<file path="src/rtl/gpio_bank_ctrl.sv">
module gpio_bank_ctrl #(
  parameter int NPIN = 32,
  parameter int AW   = 5
) (
  input  logic            clk,
  input  logic            rst_n,
  input  logic [AW-1:0]   bus_addr,
  input  logic            bus_we,
  input  logic [NPIN-1:0] bus_wdata,
  input  logic            bus_re,
  output logic [NPIN-1:0] bus_rdata,
  input  logic [NPIN-1:0] pad_in,
  output logic [NPIN-1:0] pad_out,
  output logic [NPIN-1:0] pad_oe,
  output logic [NPIN-1:0] pad_pu,
  input  logic [NPIN-1:0] pera_out,
  input  logic [NPIN-1:0] pera_oe,
  input  logic [NPIN-1:0] perb_out,
  input  logic [NPIN-1:0] perb_oe,
  output logic            irq
);
  localparam logic [AW-1:0] A_OWN_S = AW'(0),  A_OWN_C = AW'(1),  A_OWN_R = AW'(2);
  localparam logic [AW-1:0] A_OE_S  = AW'(3),  A_OE_C  = AW'(4),  A_OE_R  = AW'(5);
  localparam logic [AW-1:0] A_DAT_S = AW'(6),  A_DAT_C = AW'(7),  A_DAT_R = AW'(8);
  localparam logic [AW-1:0] A_PU_S  = AW'(9),  A_PU_C  = AW'(10), A_PU_R  = AW'(11);
  localparam logic [AW-1:0] A_FLT_S = AW'(12), A_FLT_C = AW'(13), A_FLT_R = AW'(14);
  localparam logic [AW-1:0] A_OD_S  = AW'(15), A_OD_C  = AW'(16), A_OD_R  = AW'(17);
  localparam logic [AW-1:0] A_SEL_A = AW'(18), A_SEL_B = AW'(19), A_SEL_R = AW'(20);
  localparam logic [AW-1:0] A_MSK_S = AW'(21), A_MSK_C = AW'(22), A_MSK_R = AW'(23);
  localparam logic [AW-1:0] A_EVT   = AW'(24), A_LVL   = AW'(25);

  logic [NPIN-1:0] own, oe, dat, pu, flt, od, sel, msk, isr;
  logic [NPIN-1:0] s1, s2, s3, lvl, lvl_d, lvl_n, vsrc, esrc;

  wire evt_rd = bus_re && (bus_addr == A_EVT);

  always_ff @(posedge clk or negedge rst_n) begin
    if (!rst_n) begin
      own <= '1; oe <= '0; dat <= '0; pu <= '1;
      flt <= '0; od <= '0; sel <= '0; msk <= '0;
    end else if (bus_we) begin
      case (bus_addr)
        A_OWN_S: own <= own | bus_wdata;
        A_OWN_C: own <= own & ~bus_wdata;
        A_OE_S:  oe  <= oe  | bus_wdata;
        A_OE_C:  oe  <= oe  & ~bus_wdata;
        A_DAT_S: dat <= dat | bus_wdata;
        A_DAT_C: dat <= dat & ~bus_wdata;
        A_PU_S:  pu  <= pu  | bus_wdata;
        A_PU_C:  pu  <= pu  & ~bus_wdata;
        A_FLT_S: flt <= flt | bus_wdata;
        A_FLT_C: flt <= flt & ~bus_wdata;
        A_OD_S:  od  <= od  | bus_wdata;
        A_OD_C:  od  <= od  & ~bus_wdata;
        A_SEL_A: sel <= sel & ~bus_wdata;
        A_SEL_B: sel <= sel | bus_wdata;
        A_MSK_S: msk <= msk | bus_wdata;
        A_MSK_C: msk <= msk & ~bus_wdata;
        default: ;
      endcase
    end
  end

  assign lvl_n = (~flt & s2) | (flt & (((s2 ~^ s3) & s2) | ((s2 ^ s3) & lvl)));

  always_ff @(posedge clk or negedge rst_n) begin
    if (!rst_n) begin
      s1 <= '0; s2 <= '0; s3 <= '0; lvl <= '0; lvl_d <= '0; isr <= '0;
    end else begin
      s1    <= pad_in;
      s2    <= s1;
      s3    <= s2;
      lvl   <= lvl_n;
      lvl_d <= lvl;
      isr   <= (evt_rd ? '0 : isr) | (lvl ^ lvl_d);
    end
  end

  assign vsrc    = (own & dat) | (~own & ((sel & perb_out) | (~sel & pera_out)));
  assign esrc    = (own & oe)  | (~own & ((sel & perb_oe)  | (~sel & pera_oe)));
  assign pad_out = vsrc & ~od;
  assign pad_oe  = esrc & ~(od & vsrc);
  assign pad_pu  = pu;
  assign irq     = |(isr & msk);

  always_comb begin
    case (bus_addr)
      A_OWN_R: bus_rdata = own;
      A_OE_R:  bus_rdata = oe;
      A_DAT_R: bus_rdata = dat;
      A_PU_R:  bus_rdata = pu;
      A_FLT_R: bus_rdata = flt;
      A_OD_R:  bus_rdata = od;
      A_SEL_R: bus_rdata = sel;
      A_MSK_R: bus_rdata = msk;
      A_EVT:   bus_rdata = isr;
      A_LVL:   bus_rdata = lvl;
      default: bus_rdata = '0;
    endcase
  end
endmodule

</file>
<file path="config.mk">
export PLATFORM = sky130hd
export DESIGN_NAME = gpio_bank_ctrl
export DESIGN_NICKNAME = d
export VERILOG_FILES = /design/src/rtl/gpio_bank_ctrl.sv
export SDC_FILE = /design/constraint.sdc
export NUM_CORES = 1
export LEC_CHECK = 0
export BUFFER_PORTS_ARGS = -buffer_cell sky130_fd_sc_hd__buf_4
export CAP_MARGIN = 20
export CORE_MARGIN = 2
export CORE_UTILIZATION = 57
export CTS_BUF_LIST = sky130_fd_sc_hd__clkbuf_8 sky130_fd_sc_hd__clkbuf_16
export DETAILED_ROUTE_END_ITERATION = 12
export GPL_TIMING_DRIVEN = 0
export PLACE_DENSITY = 0.81
export SYNTH_ARGS = -nofsm -noshare
export SYNTH_HDL_FRONTEND = slang
export SYNTH_SLANG_ARGS = --single-unit
export TNS_END_PERCENT = 100
</file>
<file path="constraint.sdc">
create_clock -name clk -period 3.15 [get_ports clk]
set_clock_uncertainty 0.15 [all_clocks]
set_input_delay 0.63 -clock clk [delete_from_list [all_inputs] [get_ports clk]]
set_output_delay 0.63 -clock clk [all_outputs]
set_load 0.01 [all_outputs]
</file>
* Yosys cells after proc, flatten, opt, wreduce, memory -nomap -nowiden
Cells that the tools add are included.
** Word-level totals
- Bits of input ports :: 201
- Register bits after elaboration :: 448
- Output and inout port bits :: 129
** Operators by class
- Reduce and logical (&&, ||, !) cells :: 19
- Equal/unequal tests :: 25
- Bitwise operators :: 48
- Mux-type cells :: 10
** Operators with widths (number)
- $and A32 B32 Y32 :: 24
- $pmux W32 S2 :: 8
- $or A32 B32 Y32 :: 15
- $pmux W32 S10 :: 1
- $not A32 Y32 :: 6
- $xor A32 B32 Y32 :: 2
- $eq A5 B5 Y1 const B :: 10
- $eq A5 B4 Y1 const B :: 8
- $mux W32 :: 1
- $reduce_or A32 Y1 :: 1
- $xnor A32 B32 Y32 :: 1
- $eq A5 B3 Y1 const B :: 4
- $reduce_and A2 Y1 :: 8
- $reduce_bool A2 Y1 :: 8
- $eq A5 B2 Y1 const B :: 2
- $eq A5 B1 Y1 const B :: 1
- $logic_not A5 Y1 :: 1
- $logic_and A1 B1 Y1 :: 1

* Depth between registers and ports, before layout
- Word-level depth :: 8
- Mapped depth :: 8
- Mapped depth without buffers :: 5

* Worst setup path after synthesis
OpenSTA, ideal clock, no wires.
- Path type :: input port to output port
- Start :: input bus_addr[1]
- End :: output bus_rdata[15]
- Required time :: 2.370 ns
- Arrival time :: 1.969 ns
- Cell stages on the path :: 7
- Path buffers :: 3
- Path slack :: 0.401 ns
- Path through :: buf_2 > nand2b_2 > nor4b_4 > buf_4 > buf_2 > a22oi_1 > nand3_1
** On the way
- Cells in the longest elaborated chain, start to end :: 2
- Elaborated cells on any way between the ends :: 11
** RTL lines
- start, declared :: RTL line 7 : input logic [AW-1:0] bus_addr,
- $eq A5 B5 Y1 (tied with other cells) :: RTL line 87 : case (bus_addr)
- $pmux W32 S10 (*) :: RTL line 87
- end, declared :: RTL line 11 : output logic [NPIN-1:0] bus_rdata,
Mark *: on every way between the ends. The rest lies on a longest branch, timed or not.

* Final worst setup path
- Start :: input bus_addr[4]
- End :: output bus_rdata[15]
Same word-level chain as after synthesis.

==> run metrics <==
run status=complete, but fails checks; failing checks=setup timing; Cell variety after synth=between 40 and 50; Layout Cells excl Fill=approximately 2800; Slew Limit Fails=0; global-route congestion overflow total=0; Worst Tran Pin Value=about 930 ps; Top Ports=330; CTS Buf Count=between 40 and 50; vias in the first global route=approximately 18000; Max Clk Rate=around 0.31 GHz; first-pass GRT wire length=114000 um; Crit Reg-Reg Startpoint=s2[27]$_DFF_PN0_; Worst Path Required=2370 ps; Tcrit/Tclk final=102%; H-tree levels=2; CP arrival=2430 ps; Via density=between 6 and 7; # DRC=0; Routed Antenna Nets=0; GRT Total Usage=between 40 and 50%; Critical Path Sink Type=primary output; Longest Clk Path Bufs=3; Seq/Total Area, Yosys=a little under three fifths; share of layout cells above drive strength 1=a little over a quarter; Post-synth EDFFs=0; Hold Path Class=in2async; Yosys reg bits=448; ys flop type=dfrtp_1; P&R area growth vs syn=26.1%; syn nets=2112; total die area=about 0.037 mm2; Peak VDD IR=0.000425 V; Sink Count=about 450; Slew HR=a little under two fifths; Tmin final=about 3200 ps; Synthesis Warnings=0; hold buffer count at CTS=0; clock-pin slew on the worst setup and hold paths=~60 ps; CP Launch Point=bus_addr[4]; Post-Syn Area=approximately 0.02 mm2; Final Hold Viols=0; Via Count=about 19000; fraction of registers with async set/reset=100%; Power Dens Cells=slightly below 700 mW/mm2; Crit Path Category=in2out; Fill cells=2440; Hold WS=between 8 and 9 ps; clock latency at the later pin of the worst-skew pair=between 500 and 600 ps; RSZ-0062 raised after global routing=true; Cell Rows=slightly below 70; Net count, final=about 2500; initial core utilization=between 50% and 60%; final worst slack=-62.6 ps; Max Fanout on Critical Path=10; first drt pass iteration count=11; First DRT Iteration DRCs=approximately 2800; final setup fails=8; Final GP Congestion=between 0.9 and 1; chip height=192 um; Routed WL=between 70000 and 80000 um; Avg Synthesized Cell Area=around 11 um2; DP Cell Count=2665; IO buf count=around 330; Post-DP HPWL=slightly above 50000 um; Max-Cap Viols=0; Syn Inst Count=about 1900; core footprint=between 0.03 and 0.04 mm2; Chip Width=between 150 and 200 um; leakage power=0.0111 uW; initial antenna violation count=5; pin count of the biggest net entering global routing=~130; CTS root buffer=clkbuf_16; WL per Instance=approximately 28 um; CTS tree=yes; Setup crit start kind=input pin
==> cell usage in the layout (no fill, tap or decap), types with 20 or more instances in the layout <==
cell | netlist | layout
a21oi_1 | 402 | 402
a221oi_1 | 30 | 27
a22o_1 | 27 | 27
a22oi_1 | 69 | 69
a31oi_1 | 192 | 192
buf_2 | 64 | 43
buf_4 | 11 | 352
clkbuf_1 | 67 | 61
clkbuf_16 | 0 | 49
dfrtp_1 | 384 | 384
dfstp_2 | 64 | 64
ha_1 | 32 | 32
mux2_2 | 20 | 20
mux2i_1 | 89 | 89
nand2_1 | 139 | 139
nand3_1 | 23 | 21
nor2_1 | 88 | 85
nor2b_1 | 33 | 33
o21ai_0 | 32 | 32
xnor2_1 | 33 | 33
==> where the power goes <==
group          total [uW]  internal, uW  switching [uW]
Clock                5930          3540            2380
Sequential           8140          6920            1230
Combinational        3410          1670            1740
==> final timing paths <==
path                       slack, ps  depth (start not counted)                         end
max                              -60                          9               bus_rdata[15]
min                                9                          1             s1[1]$_DFF_PN0_
max reg2reg                     1860                          3           lvl[27]$_DFF_PN0_
min reg2reg                      190                          0            s2[29]$_DFF_PN0_
max in group asynchronous       1280                          3  asynchronous set/reset pin
min in group clk                  20                          1            s1[23]$_DFF_PN0_
==> worst max-delay path, stage by stage <==
cell	delay, ps
clkbuf_4	200
buf_6	190
nand3b_1	180
nor2_2	210
buf_6	260
buf_6	270
a22oi_1	100
nand3_1	210
buf_4	170
==> layer usage <==
layer  track usage (%)  share of wire, %  vias up
li1                  -                 -     7822
met1              54.5                35     9311
met2              62.9                43     1756
met3              13.9                15      423
met4              26.4               7.5        4
met5                 0             0.037        -
==> cell families after synthesis <==
kind of cell | share of synthesized area (%)
fa+ha+maj | 2.00
compound gates | 22.8
xor+xnor | 1.44
simple gates | 7.88
buf+inv | 3.26
mux | 6.30
flops | 56.3
==> cells in the mapped netlist (all sizes together) (4+ instances only) <==
master	n	area, um2
xnor2	33	289
a22oi	69	518
clkbuf	67	251
o22ai	8	50.1
ha	32	400
mux2	33	372
dfstp	64	1680
a222oi	9	90.1
buf	75	403
nor4	4	37.5
nor3	4	53.8
nand4	13	81.3
mux2i	89	891
a21oi	402	2010
a31oi	192	1200
nand3	23	115
nand3b	4	30.0
a22o	27	236
nor2b	33	206
nand2	139	522
o21ai	32	160
dfrtp	384	9610
a221oi	30	263
nor2	92	365
==> layout make-up <==
| class | instances | area, um2 | area share (%) |
|---|---|---|---|
| antenna | 3 | 7.51 | 0.0297 |
| multi-input combinational | 1289 | 8220 | 32.5 |
| sequential | 448 | 11300 | 44.7 |
| clock buffer | 59 | 1360 | 5.39 |
| tap | 455 | 569 | 2.25 |
| clock inverter | 27 | 288 | 1.14 |
| buffer | 140 | 835 | 3.30 |
| timing repair buffer | 349 | 2710 | 10.7 |
==> per-stage QoR <==
| stage | area, um2 | TNS (ps) | setup slack [ps] | total power (uW) | utilization, % |
|---|---|---|---|---|---|
| after detailed placement | 23200 | -25990 | -925 | 11500 | 66.9 |
| after floorplan | 20100 | 0 | 401 | 9600 | - |
| final | 25300 | -119 | -62.6 | 17500 | 73.0 |
| after CTS | 25200 | 0 | 5.25 | 17300 | 72.8 |
| after global routing | 25300 | -126 | -40.5 | 18100 | 73.0 |
| after global placement | 23100 | -1305190 | -3110 | 11300 | 66.6 |
==> timing repair <==
item | CTS | global route
pin swaps | 7 | 9
endpoints found under the setup margin | 32 | 30
setup buffers | 17 | 1
gates resized for setup | 65 | 23
No activity file was read; power rests on OpenSTA's default activity.
